### src/rtl/spi_eng_pkg.sv
package spi_eng_pkg;

  localparam int SPI_MAXW = 32;
  localparam int SPI_IW   = 5;

  typedef struct packed {
    logic              cpol;
    logic              cpha;
    logic              lsb_first;
    logic [SPI_IW-1:0] len_m1;
  } spi_mode_t;

  // Word position of the serial bit with index idx.
  function automatic logic [SPI_IW-1:0] bit_pos(input logic [SPI_IW-1:0] idx,
                                                input logic [SPI_IW-1:0] len_m1,
                                                input logic lsb_first);
    return lsb_first ? idx : SPI_IW'(len_m1 - idx);
  endfunction

  // Ones in the low len_m1+1 bits.
  function automatic logic [SPI_MAXW-1:0] len_mask(input logic [SPI_IW-1:0] len_m1);
    logic [SPI_MAXW:0] t;
    t = ({{SPI_MAXW{1'b0}}, 1'b1} << (6'(len_m1) + 6'd1)) - 33'd1;
    return t[SPI_MAXW-1:0];
  endfunction

endpackage

### src/rtl/spi_cfg_lock.sv
module spi_cfg_lock
  import spi_eng_pkg::*;
#(
  parameter int DATA_W = 16
) (
  input  logic      clk,
  input  logic      rst_n,
  input  logic      cfg_we,
  input  logic      cfg_en,
  input  spi_mode_t cfg_mode,
  output logic      en_q,
  output spi_mode_t mode_q,
  output logic      mode_upd
);

  localparam logic [SPI_IW-1:0] RST_LEN_M1 = SPI_IW'(DATA_W - 1);

  // Mode fields move only while disabled, and not when the write also enables.
  assign mode_upd = cfg_we && !en_q && !cfg_en;

  always_ff @(posedge clk or negedge rst_n) begin
    if (!rst_n) begin
      en_q          <= 1'b0;
      mode_q.cpol   <= 1'b0;
      mode_q.cpha   <= 1'b0;
      mode_q.lsb_first <= 1'b0;
      mode_q.len_m1 <= RST_LEN_M1;
    end else begin
      if (cfg_we) en_q <= cfg_en;
      if (mode_upd) mode_q <= cfg_mode;
    end
  end

endmodule

### src/rtl/spi_sclk_div.sv
module spi_sclk_div #(
  parameter int DIV_HALF = 2
) (
  input  logic clk,
  input  logic rst_n,
  input  logic run,
  output logic tick
);

  localparam int CW = (DIV_HALF > 1) ? $clog2(DIV_HALF) : 1;
  localparam logic [CW-1:0] LAST = CW'(DIV_HALF - 1);

  logic [CW-1:0] cnt_q;

  assign tick = run && (cnt_q == LAST);

  always_ff @(posedge clk or negedge rst_n) begin
    if (!rst_n)             cnt_q <= '0;
    else if (!run || tick)  cnt_q <= '0;
    else                    cnt_q <= cnt_q + 1'b1;
  end

endmodule

### src/rtl/spi_shift_core.sv
module spi_shift_core
  import spi_eng_pkg::*;
#(
  parameter int DATA_W = 16
) (
  input  logic              clk,
  input  logic              rst_n,
  input  logic              start,
  input  logic [DATA_W-1:0] tx_word,
  input  spi_mode_t         mode_in,
  input  logic              tick,
  input  logic              miso,
  output logic              run,
  output logic              busy,
  output logic              sclk,
  output logic              mosi,
  output logic [DATA_W-1:0] rx_word,
  output logic              rx_valid,
  output spi_mode_t         xfer_mode,
  output logic [SPI_MAXW-1:0] tx_hold,
  output logic              sample_evt,
  output logic              drive_evt
);

  typedef enum logic [1:0] {ST_IDLE, ST_SHIFT, ST_FIN} st_t;

  st_t                 st_q;
  spi_mode_t           xm_q;
  logic [SPI_MAXW-1:0] tx_q;
  logic [SPI_MAXW-1:0] rx_acc_q;
  logic [SPI_IW-1:0]   idx_q;
  logic [SPI_IW:0]     ecnt_q;
  logic                sclk_q;
  logic                mosi_q;
  logic [DATA_W-1:0]   rx_q;
  logic                rx_valid_q;

  logic                leading;
  logic                last_edge;
  logic [SPI_IW-1:0]   nidx;
  logic [SPI_MAXW-1:0] tx_wide;
  logic                first_bit;

  assign tx_wide   = SPI_MAXW'(tx_word) & len_mask(mode_in.len_m1);
  assign first_bit = tx_wide[bit_pos('0, mode_in.len_m1, mode_in.lsb_first)];

  assign leading    = ~ecnt_q[0];
  assign last_edge  = (ecnt_q == {xm_q.len_m1, 1'b1});
  assign sample_evt = tick && (xm_q.cpha ? !leading : leading);
  assign drive_evt  = tick && (xm_q.cpha ? leading : (!leading && !last_edge));
  assign nidx       = (xm_q.cpha && ecnt_q == '0) ? '0 : SPI_IW'(idx_q + 1'b1);

  always_ff @(posedge clk or negedge rst_n) begin
    if (!rst_n) begin
      st_q       <= ST_IDLE;
      xm_q       <= '0;
      tx_q       <= '0;
      rx_acc_q   <= '0;
      idx_q      <= '0;
      ecnt_q     <= '0;
      sclk_q     <= 1'b0;
      mosi_q     <= 1'b0;
      rx_q       <= '0;
      rx_valid_q <= 1'b0;
    end else begin
      rx_valid_q <= 1'b0;
      case (st_q)
        ST_IDLE: begin
          sclk_q <= mode_in.cpol;
          if (start) begin
            st_q     <= ST_SHIFT;
            xm_q     <= mode_in;
            tx_q     <= tx_wide;
            rx_acc_q <= '0;
            idx_q    <= '0;
            ecnt_q   <= '0;
            mosi_q   <= mode_in.cpha ? 1'b0 : first_bit;
          end
        end
        ST_SHIFT: begin
          if (tick) begin
            sclk_q <= ~sclk_q;
            ecnt_q <= ecnt_q + 1'b1;
            if (sample_evt)
              rx_acc_q[bit_pos(idx_q, xm_q.len_m1, xm_q.lsb_first)] <= miso;
            if (drive_evt) begin
              idx_q  <= nidx;
              mosi_q <= tx_q[bit_pos(nidx, xm_q.len_m1, xm_q.lsb_first)];
            end
            if (last_edge) st_q <= ST_FIN;
          end
        end
        default: begin
          rx_q       <= rx_acc_q[DATA_W-1:0];
          rx_valid_q <= 1'b1;
          sclk_q     <= xm_q.cpol;
          st_q       <= ST_IDLE;
        end
      endcase
    end
  end

  assign run       = (st_q == ST_SHIFT);
  assign busy      = (st_q != ST_IDLE);
  assign sclk      = sclk_q;
  assign mosi      = mosi_q;
  assign rx_word   = rx_q;
  assign rx_valid  = rx_valid_q;
  assign xfer_mode = xm_q;
  assign tx_hold   = tx_q;

endmodule

### src/rtl/spi_shift_master.sv
module spi_shift_master
  import spi_eng_pkg::*;
#(
  parameter int DATA_W   = 16,
  parameter int DIV_HALF = 2,
  localparam int LEN_W   = $clog2(DATA_W)
) (
  input  logic              clk,
  input  logic              rst_n,
  input  logic              cfg_we,
  input  logic              cfg_en,
  input  logic              cfg_cpol,
  input  logic              cfg_cpha,
  input  logic              cfg_lsb_first,
  input  logic [LEN_W-1:0]  cfg_len_m1,
  input  logic [DATA_W-1:0] tx_data,
  input  logic              tx_wr,
  output logic [DATA_W-1:0] rx_data,
  output logic              rx_valid,
  output logic              busy,
  output logic              sclk,
  output logic              mosi,
  input  logic              miso
);

  spi_mode_t           cfg_mode;
  spi_mode_t           mode_q;
  spi_mode_t           xfer_mode;
  logic                en_q;
  logic                mode_upd;
  logic                tick;
  logic                run;
  logic                start_evt;
  logic                sample_evt;
  logic                drive_evt;
  logic [SPI_MAXW-1:0] tx_hold;
  logic                mode_cpol;
  logic [SPI_IW-1:0]   xfer_len_m1;

  assign cfg_mode.cpol      = cfg_cpol;
  assign cfg_mode.cpha      = cfg_cpha;
  assign cfg_mode.lsb_first = cfg_lsb_first;
  assign cfg_mode.len_m1    = SPI_IW'(cfg_len_m1);

  assign start_evt   = tx_wr && en_q && !busy;
  assign mode_cpol   = mode_q.cpol;
  assign xfer_len_m1 = xfer_mode.len_m1;

  spi_cfg_lock #(.DATA_W(DATA_W)) u_cfg (
    .clk      (clk),
    .rst_n    (rst_n),
    .cfg_we   (cfg_we),
    .cfg_en   (cfg_en),
    .cfg_mode (cfg_mode),
    .en_q     (en_q),
    .mode_q   (mode_q),
    .mode_upd (mode_upd)
  );

  spi_sclk_div #(.DIV_HALF(DIV_HALF)) u_div (
    .clk   (clk),
    .rst_n (rst_n),
    .run   (run),
    .tick  (tick)
  );

  spi_shift_core #(.DATA_W(DATA_W)) u_core (
    .clk        (clk),
    .rst_n      (rst_n),
    .start      (start_evt),
    .tx_word    (tx_data),
    .mode_in    (mode_q),
    .tick       (tick),
    .miso       (miso),
    .run        (run),
    .busy       (busy),
    .sclk       (sclk),
    .mosi       (mosi),
    .rx_word    (rx_data),
    .rx_valid   (rx_valid),
    .xfer_mode  (xfer_mode),
    .tx_hold    (tx_hold),
    .sample_evt (sample_evt),
    .drive_evt  (drive_evt)
  );

endmodule

### config.mk
export PLATFORM = sky130hd
export DESIGN_NAME = spi_shift_master
export DESIGN_NICKNAME = d
export VERILOG_FILES = /design/src/rtl/spi_eng_pkg.sv /design/src/rtl/spi_cfg_lock.sv /design/src/rtl/spi_sclk_div.sv /design/src/rtl/spi_shift_core.sv /design/src/rtl/spi_shift_master.sv
export SDC_FILE = /design/constraint.sdc
export NUM_CORES = 1
export LEC_CHECK = 0
export BUFFER_PORTS_ARGS = -buffer_cell sky130_fd_sc_hd__buf_4
export CORE_MARGIN = 10
export CORE_UTILIZATION = 55
export DETAILED_ROUTE_END_ITERATION = 7
export GPL_ROUTABILITY_DRIVEN = 1
export PLACE_DENSITY = 0.83
export SYNTH_ARGS = -nofsm -noshare
export SYNTH_HDL_FRONTEND = slang
export SYNTH_SLANG_ARGS = --single-unit
export TNS_END_PERCENT = 5
### constraint.sdc
create_clock -name clk -period 3.8 [get_ports clk]
set_input_delay 0.76 -clock clk [delete_from_list [all_inputs] [get_ports clk]]
set_output_delay 0.76 -clock clk [all_outputs]
set_load 0.02 [all_outputs]
==> results of run 1 <==
-- stage by stage --
step	cell area, um^2	hold slack (ps)	total power (uW)
final	5120	480	4760
after global routing	5120	513	5150
after CTS	5120	479	4740
after detailed placement	4940	468	4130
after global placement	4940	463	4000
after floorplan	4540	438	3510
-- cell families after synthesis --
kind of cell               after synthesis  share of synthesized area, %
and+or+nand+nor                        164                          17.1
AOI/OAI and AO/OA                      141                          20.1
DFF                                     80                          44.2
buffers and inverters                   47                          4.25
muxes                                   29                          7.34
adders and majority gates               14                          4.19
xor gates and xnor gates                14                          2.70
other                                    1                        0.0827
-- Yosys cell counts, drive strengths merged (5+ instances only) --
cell / number / area (um^2)
a31oi: 23 / 165
mux2: 24 / 270
ha: 12 / 150
nor2b: 6 / 37.5
nor2: 23 / 86.3
o22ai: 5 / 31.3
o31ai: 10 / 80.1
xor2: 5 / 43.8
nand2b: 6 / 37.5
nand2: 89 / 337
a21o: 5 / 38.8
clkbuf: 17 / 63.8
o21ai: 63 / 315
xnor2: 9 / 78.8
nor3: 5 / 30.0
a21oi: 11 / 77.6
dfrtp: 76 / 1900
inv: 19 / 71.3
buf: 11 / 57.6
nand3: 16 / 80.1
-- placed cells by master, fill, tap and decap left out, types with 2 or more instances in the layout --
cell type and count:
or3_1 2, and4_1 2, nand4_1 2, mux2i_1 4
clkbuf_8 10, nand3_1 16, a22oi_1 2, inv_2 3
a31oi_1 21, mux2_2 24, nor2_1 23, nor3_1 4
xnor2_1 9, xor2_1 5, nor2b_1 6, o22ai_1 5
inv_1 16, o32ai_1 2, buf_4 52, and3_1 2
and2_1 3, inv_6 2, a21oi_4 2, dfrtp_1 76
a21oi_1 9, nand2_1 88, o2111ai_1 2, a211oi_1 4
o21ai_1 33, dfstp_2 4, nand2b_1 6, a21o_1 4
ha_1 12, a32oi_1 2, o21ai_0 30, fa_1 2
o31ai_1 9, o21a_1 3
-- where the power goes --
part / leakage, uW / switching, uW / internal [uW]
sequential: 0.00104 / 385 / 1160
combinational: 0.00118 / 1550 / 1050
clock: 0.0000952 / 347 / 264
total: 0.00232 / 2290 / 2480
-- registers in the layout, indices dropped and copies added, names as in the netlist --
register,cells
u_cfg.en_q,1
u_core.idx_q,5
u_div.cnt_q,1
u_core.xfer_mode,7
u_cfg.mode_q,7
u_core.sclk,1
u_core.ecnt_q,6
u_core.tx_hold,16
u_core.rx_valid,1
u_core.rx_word,16
u_core.st_q,2
u_core.mosi,1
u_core.rx_acc_q,16
-- worst paths after layout --
kind	startpoint	endpoint	slack [ps]	cells past startpoint
setup reg to reg	u_core.ecnt_q[0]$_DFFE_PN0P_	u_core.mosi$_DFFE_PN0P_	400	15
setup / recovery	u_core.ecnt_q[0]$_DFFE_PN0P_	u_core.mosi$_DFFE_PN0P_	400	15
min in group asynchronous	rst_n	u_core.mosi$_DFFE_PN0P_	540	1
hold / removal	u_core.tx_hold[3]$_DFFE_PN0P_	u_core.tx_hold[3]$_DFFE_PN0P_	480	2
hold reg to reg	u_core.tx_hold[3]$_DFFE_PN0P_	u_core.tx_hold[3]$_DFFE_PN0P_	480	2
max in group asynchronous	rst_n	u_core.idx_q[1]$_DFFE_PN0P_	2630	1
-- worst max-delay path: cells and delay by family (launching register included) --
kind	cells	cell delay, ps
fa+ha+maj	3	850
compound gates	4	750
simple gates	4	640
flops	1	430
mux	2	400
buf+inv	2	170
-- area by class of cell --
type	count	area, um^2	share of cell area, %
clock buffers	10	138	2.69
flip-flops and latches	80	2010	39.2
repair buffers	52	390	7.62
multi-input cells	363	2340	45.6
inverters	19	71.3	1.39
clock inverters	6	50.0	0.977
well taps	105	131	2.56
-- metal layers --
layer | vias up | wire length, um | GRT usage (%)
met1 | 1836 | 4600 | 22.5
met2 | 144 | 4950 | 26.3
met3 | 18 | 852 | 4.27
met4 | 0 | 162 | 6.25
li1 | 1816 | - | -
met5 | - | 0 | 0
==> results.ini, run 1 <==
[sta]
tightest_slew_ps=973
slew_viol_final=0
slew_headroom_pct=35.1
finalClockSkew_ps=11.8
finalSetupTns_ps=0
post-route-period-util_pct=89.6
setup_viol=0
layout_min_cycle_time_ps=3400
hold_viol=0
fin_ws_ps=396
max_freq_mhz=294
rsz0062_at_grt=no

[clock_tree]
clock_path_buffers=2
clk_pin_slew_ps=90
cts_setup_buffers=0
cts_buffers=9
cts_tree=built
insertion_delay_ps=370
htreeDepth=3
cts_num_sinks=80
cts.repair.resized=0
root_buffer=clkbuf_8
postCtsHoldBufs=0

[setup_path]
cp_slowest_cell=fa_1
slowest_delay_ps=470
start_kind=register
worstPathRequired_ps=4000
path_class=register to register
critPathCaptureType=register
crit_arrival_ps=3600
crit_fanout=8
crit_chain=inv_1 -> ha_1 -> and4bb_4 -> and2_4 -> nor2_1 -> ha_1 -> inv_1 -> fa_1 -> mux2i_1 -> a21oi_4 -> mux2i_1 -> o211ai_2 -> and3_1 -> o31ai_1 -> a32oi_1

[drt]
route.detailed.wl_per_inst_um=16.6
first_pass_iters=5
vias=3814
ant_nets=0
vias_per_cell=6.01
wl_um=10600
drt_iter0_markers=282
drc=0

[final_layout]
drive_above_1_share_pct=21.5
instances_no_fill=635
n_fill_cell=646
syn_to_final_growth_pct=13.0
n_antenna_cell=0
fin_nets=568
finalCoreUtilization_pct=63.0

[global_route]
grt_use_total_pct=17.0
grt_max_degree=81
grt.overflow.total=0
grt_pass1_wl_um=17800
grt_pass1_vias=3646
antenna_found_initial=0

[die]
boundaryPins=49
die_h_um=111
die_w_um=111
start_util_pct=55.8
die-area_mm2=0.0123
rows=33
core_area_mm2=0.00813

[logic_synthesis]
syn_avg_cell_area_um2=9.26
yosys_warnings=0
syn-num-nets=533
synthCells=490
yosysUniqueCellTypes=64
synth-edff-count=0
async_flop_share_pct=100
ys_seq_area_share_pct=44.2
synthesis.area_mm2=0.00454
synth_flop_cell=dfrtp_1
ys_seq_elements=80

[power_and_ir_drop]
ir_drop_uv=380
powerDensity_mw_per_mm2=929
cellLeakagePower_uw=0.00232

[job]
drv_cap=0

[place]
dp_slack_ps=461
placed_cells=619
hpwl_um=7620
port_buffers=48
gp_congestion=0.903

[worst_hold_path]
min-delay-path-class=register to register

[status]
run_status=finished, final reports clean

(Power assumes the default switching activity.)
==> run 2, diff against run 1 <==
ABC_AREA = 1   (was default)
clock period = 4.25 ns   (was 3.8 ns; I/O delays follow)
==> run 2 against run 1 <==
  * Via count grew 11%
  * Synthesized area up 2.7%
  * Clock skew increased by 3.4 ps
  * Flip-flop and latch count stayed put
  * Sequential power fell by 15%
  * Cell area rose by 2.8%
  * Sequential share of layout area is 1.1 points lower
  * Highest routed layer unchanged
==> results.ini, run 2 <==
[final_layout]
drive_above_1_share_pct=16.3  ; was 21.5%
final_common_cell=nand2_1  ; unchanged
instances_no_fill=756  ; was 635
register_area_mm2=0.00201  ; unchanged
multi_input_area_mm2=0.00228  ; was 0.00234 mm^2
n_antenna_cell=0  ; unchanged
n_fill_cell=715  ; was 646
syn_to_final_growth_pct=13.1  ; was 13.0%
layout_common_cells=nand2_1 (150), inv_1 (76), dfrtp_1 (76)  ; was nand2_1 (88), dfrtp_1 (76), buf_4 (52)
fin_nets=689  ; was 568

[clock_tree]
cts_num_sinks=80  ; unchanged
cts_tree=built  ; unchanged
cts.repair.resized=0  ; unchanged
cts_setup_buffers=0  ; unchanged
htreeDepth=3  ; unchanged
insertion_delay_ps=350  ; was 370 ps
cts_buffers=9  ; unchanged
postCtsHoldBufs=0  ; unchanged
root_buffer=clkbuf_8  ; unchanged
clk_pin_slew_ps=80  ; was 90 ps
clock_path_buffers=2  ; unchanged

[die]
boundaryPins=49  ; unchanged
core_area_mm2=0.00822  ; was 0.00813 mm^2
start_util_pct=56.7  ; was 55.8%
die_h_um=112  ; was 111 um
rows=33  ; unchanged
die-area_mm2=0.0126  ; was 0.0123 mm^2
die_w_um=112  ; was 111 um

[drt]
ant_nets=0  ; unchanged
drc=0  ; unchanged
route.detailed.wl_per_inst_um=14.6  ; was 16.6 um
vias_per_cell=5.58  ; was 6.01
vias=4220  ; was 3814
drt_iter0_markers=235  ; was 282
wl_um=11100  ; was 10600 um
first_pass_iters=5  ; unchanged

[sta]
finalSetupTns_ps=0  ; unchanged
max_freq_mhz=361  ; was 294 MHz
finalClockSkew_ps=15.2  ; was 11.8 ps
hold_viol=0  ; unchanged
layout_min_cycle_time_ps=2770  ; was 3400 ps
rsz0062_at_grt=no  ; unchanged
post-route-period-util_pct=65.2  ; was 89.6%
slew_headroom_pct=35.1  ; about the same
tightest_slew_ps=974  ; was 973 ps
setup_viol=0  ; unchanged
hold_ws_ps=467  ; was 480 ps
slew_viol_final=0  ; unchanged

[logic_synthesis]
synthCells=604  ; was 490
synth.largest_area_cell=dfrtp_1  ; unchanged
async_flop_share_pct=100  ; unchanged
synth_flop_cell=dfrtp_1  ; unchanged
ys_seq_elements=80  ; unchanged
yosysUniqueCellTypes=38  ; was 64
ys_seq_area_share_pct=43.1  ; was 44.2%
synth-edff-count=0  ; unchanged
synth_area_leaders=dfrtp_1 (41%), nand2_1 (12%), o21ai_0 (6.6%), inv_1 (6.1%), nand3_1 (5.4%)  ; was dfrtp_1 (42%), nand2_1 (7.3%), mux2_2 (6.0%), o21ai_1 (3.6%), ha_1 (3.3%)
synthesis.area_mm2=0.00466  ; was 0.00454 mm^2
synth_top_area_share_pct=40.8  ; was 41.9%
synth_common_cells=nand2_1 (150), dfrtp_1 (76), inv_1 (76)  ; was nand2_1 (88), dfrtp_1 (76), o21ai_1 (33)
syn_avg_cell_area_um2=7.71  ; was 9.26 um^2
yosys_warnings=0  ; unchanged
syn-num-nets=647  ; was 533
synthMostInstantiatedCell=nand2_1  ; unchanged

[power_and_ir_drop]
cellLeakagePower_uw=0.00266  ; was 0.00232 uW
pwr-share-clk_pct=12.7  ; was 12.8%
p_total_uw=4160  ; was 4760 uW
netSwitchingFraction_pct=49.5  ; was 48.0%
pwr-share-comb_pct=55.9  ; was 54.7%
powerDensity_mw_per_mm2=790  ; was 929 mW/mm^2
power_switching_uw=2060  ; was 2290 uW
internal-power_uw=2100  ; was 2480 uW
ir_drop_uv=368  ; was 380 uV
seqPwrFrac_pct=31.4  ; was 32.4%

[status]
run_status=finished, final reports clean  ; unchanged

[place]
hpwl_um=8340  ; was 7620 um
placed_cells=740  ; was 619
port_buffers=48  ; unchanged
gp_congestion=0.887  ; was 0.903

[setup_path]
critPathBufInv=4  ; was 2
path_class=register to register  ; unchanged
startpoint=u_core.ecnt_q[0]$_DFFE_PN0P_  ; unchanged
r2r_cells=17  ; was 15
crit_arrival_ps=3010  ; was 3600 ps
path_delay_family=adder cells  ; unchanged
path_depth=17  ; was 15
crit_fanout=7  ; was 8
rr_startpoint=u_core.ecnt_q[0]$_DFFE_PN0P_  ; unchanged
r2r_slack_ps=1480  ; was 400 ps
crit_chain=inv_1 -> ha_1 -> nand4_2 -> nand2_1 -> inv_1 -> ha_1 -> inv_1 -> fa_1 -> nand2_1 -> nand2_1 -> inv_1 -> nand3_1 -> nand3_1 -> nand3_1 -> nand2_1 -> a21oi_1 -> a21oi_2  ; was inv_1 -> ha_1 -> and4bb_4 -> and2_4 -> nor2_1 -> ha_1 -> inv_1 -> fa_1 -> mux2i_1 -> a21oi_4 -> mux2i_1 -> o211ai_2 -> and3_1 -> o31ai_1 -> a32oi_1
start_kind=register  ; unchanged
cp_slowest_cell=fa_1  ; unchanged
worstPathRequired_ps=4490  ; was 4000 ps
slowest_delay_ps=470  ; about the same
r2r_end=u_core.mosi$_DFFE_PN0P_  ; unchanged
crit_end=u_core.mosi$_DFFE_PN0P_  ; unchanged
critPathCaptureType=register  ; unchanged

[global_route]
grt_util_met1_pct=23.3  ; was 22.5%
grt_pass1_wl_um=19100  ; was 17800 um
grt_use_total_pct=17.6  ; was 17.0%
grt_use_met2_pct=28.9  ; was 26.3%
grt_max_degree=81  ; unchanged
grt_pass1_vias=4144  ; was 3646
antenna_found_initial=0  ; unchanged
gr-usage-met3_pct=3.30  ; was 4.27%
grt.overflow.total=0  ; unchanged
top_usage_layer=met2  ; unchanged

[worst_hold_path]
min-delay-path-class=register to register  ; unchanged
hold-path-cell-count=1  ; was 2

[job]
drv_cap=0  ; unchanged

## run 2: logic make-up (layout without fill, tap and decap cells)
family	Yosys count	in the layout	synth area share, %
compound gates	107	107	13.1
xor+xnor	3	3	0.564
fa+ha+maj	14	14	4.08
buf+inv	98	145	8.06
flops	80	80	43.1
mux	16	16	3.87
other cells	1	1	0.0805
simple gates	285	285	27.2
## run 2: worst min path at each step
stage	startpoint	endpoint	slack [ps]
finish	u_div.cnt_q$_DFF_PN0_	u_div.cnt_q$_DFF_PN0_	470
global route	u_div.cnt_q$_DFF_PN0_	u_div.cnt_q$_DFF_PN0_	490
CTS	u_div.cnt_q$_DFF_PN0_	u_div.cnt_q$_DFF_PN0_	470
detailed placement	u_div.cnt_q$_DFF_PN0_	u_div.cnt_q$_DFF_PN0_	450
global placement	u_div.cnt_q$_DFF_PN0_	u_div.cnt_q$_DFF_PN0_	450
floorplan	u_div.cnt_q$_DFF_PN0_	u_div.cnt_q$_DFF_PN0_	430
## run 2: per-layer routing
metal,wire length [um],up-vias
li1,-,2075
met1,5050,1990
met2,5280,142
met3,588,13
met4,144,0
met5,0,-
## run 2: layout make-up
cell class / instances / area share [%]
Sequential cell: 80 / 38.1
Multi-Input combinational cell: 426 / 43.2
Inverter: 80 / 5.70
Clock inverter: 6 / 0.926
Clock buffer: 10 / 2.61
Timing Repair Buffer: 49 / 6.98
Tap cell: 105 / 2.49
## run 2: worst reg2reg max path, cell delays in order, from the launching register on
cell and delay [ps]:
dfrtp_1 430, inv_1 110, ha_1 220, nand4_2 180
nand2_1 80, inv_1 80, ha_1 140, inv_1 60
fa_1 470, nand2_1 50, nand2_1 160, inv_1 110
nand3_1 110, nand3_1 80, nand3_1 90, nand2_1 50
a21oi_1 160, a21oi_2 70
## run 2: metrics by stage
stage	cell area [um^2]	util (%)	setup WS, ps
after detailed placement	5080	61.9	1560
after global placement	5080	61.9	1640
after floorplan	4660	-	1790
final	5270	64.1	1480
after global routing	5270	64.1	1150
after CTS	5270	64.1	1530
## run 2: power groups by stage
stage	clock, uW	combinational [uW]	sequential, uW
2_1_floorplan	0	1700	1290
3_3_place_gp	0	2170	1300
3_5_place_dp	0	2270	1320
4_1_cts	539	2300	1300
5_1_grt	575	2660	1340
6_report	530	2330	1310
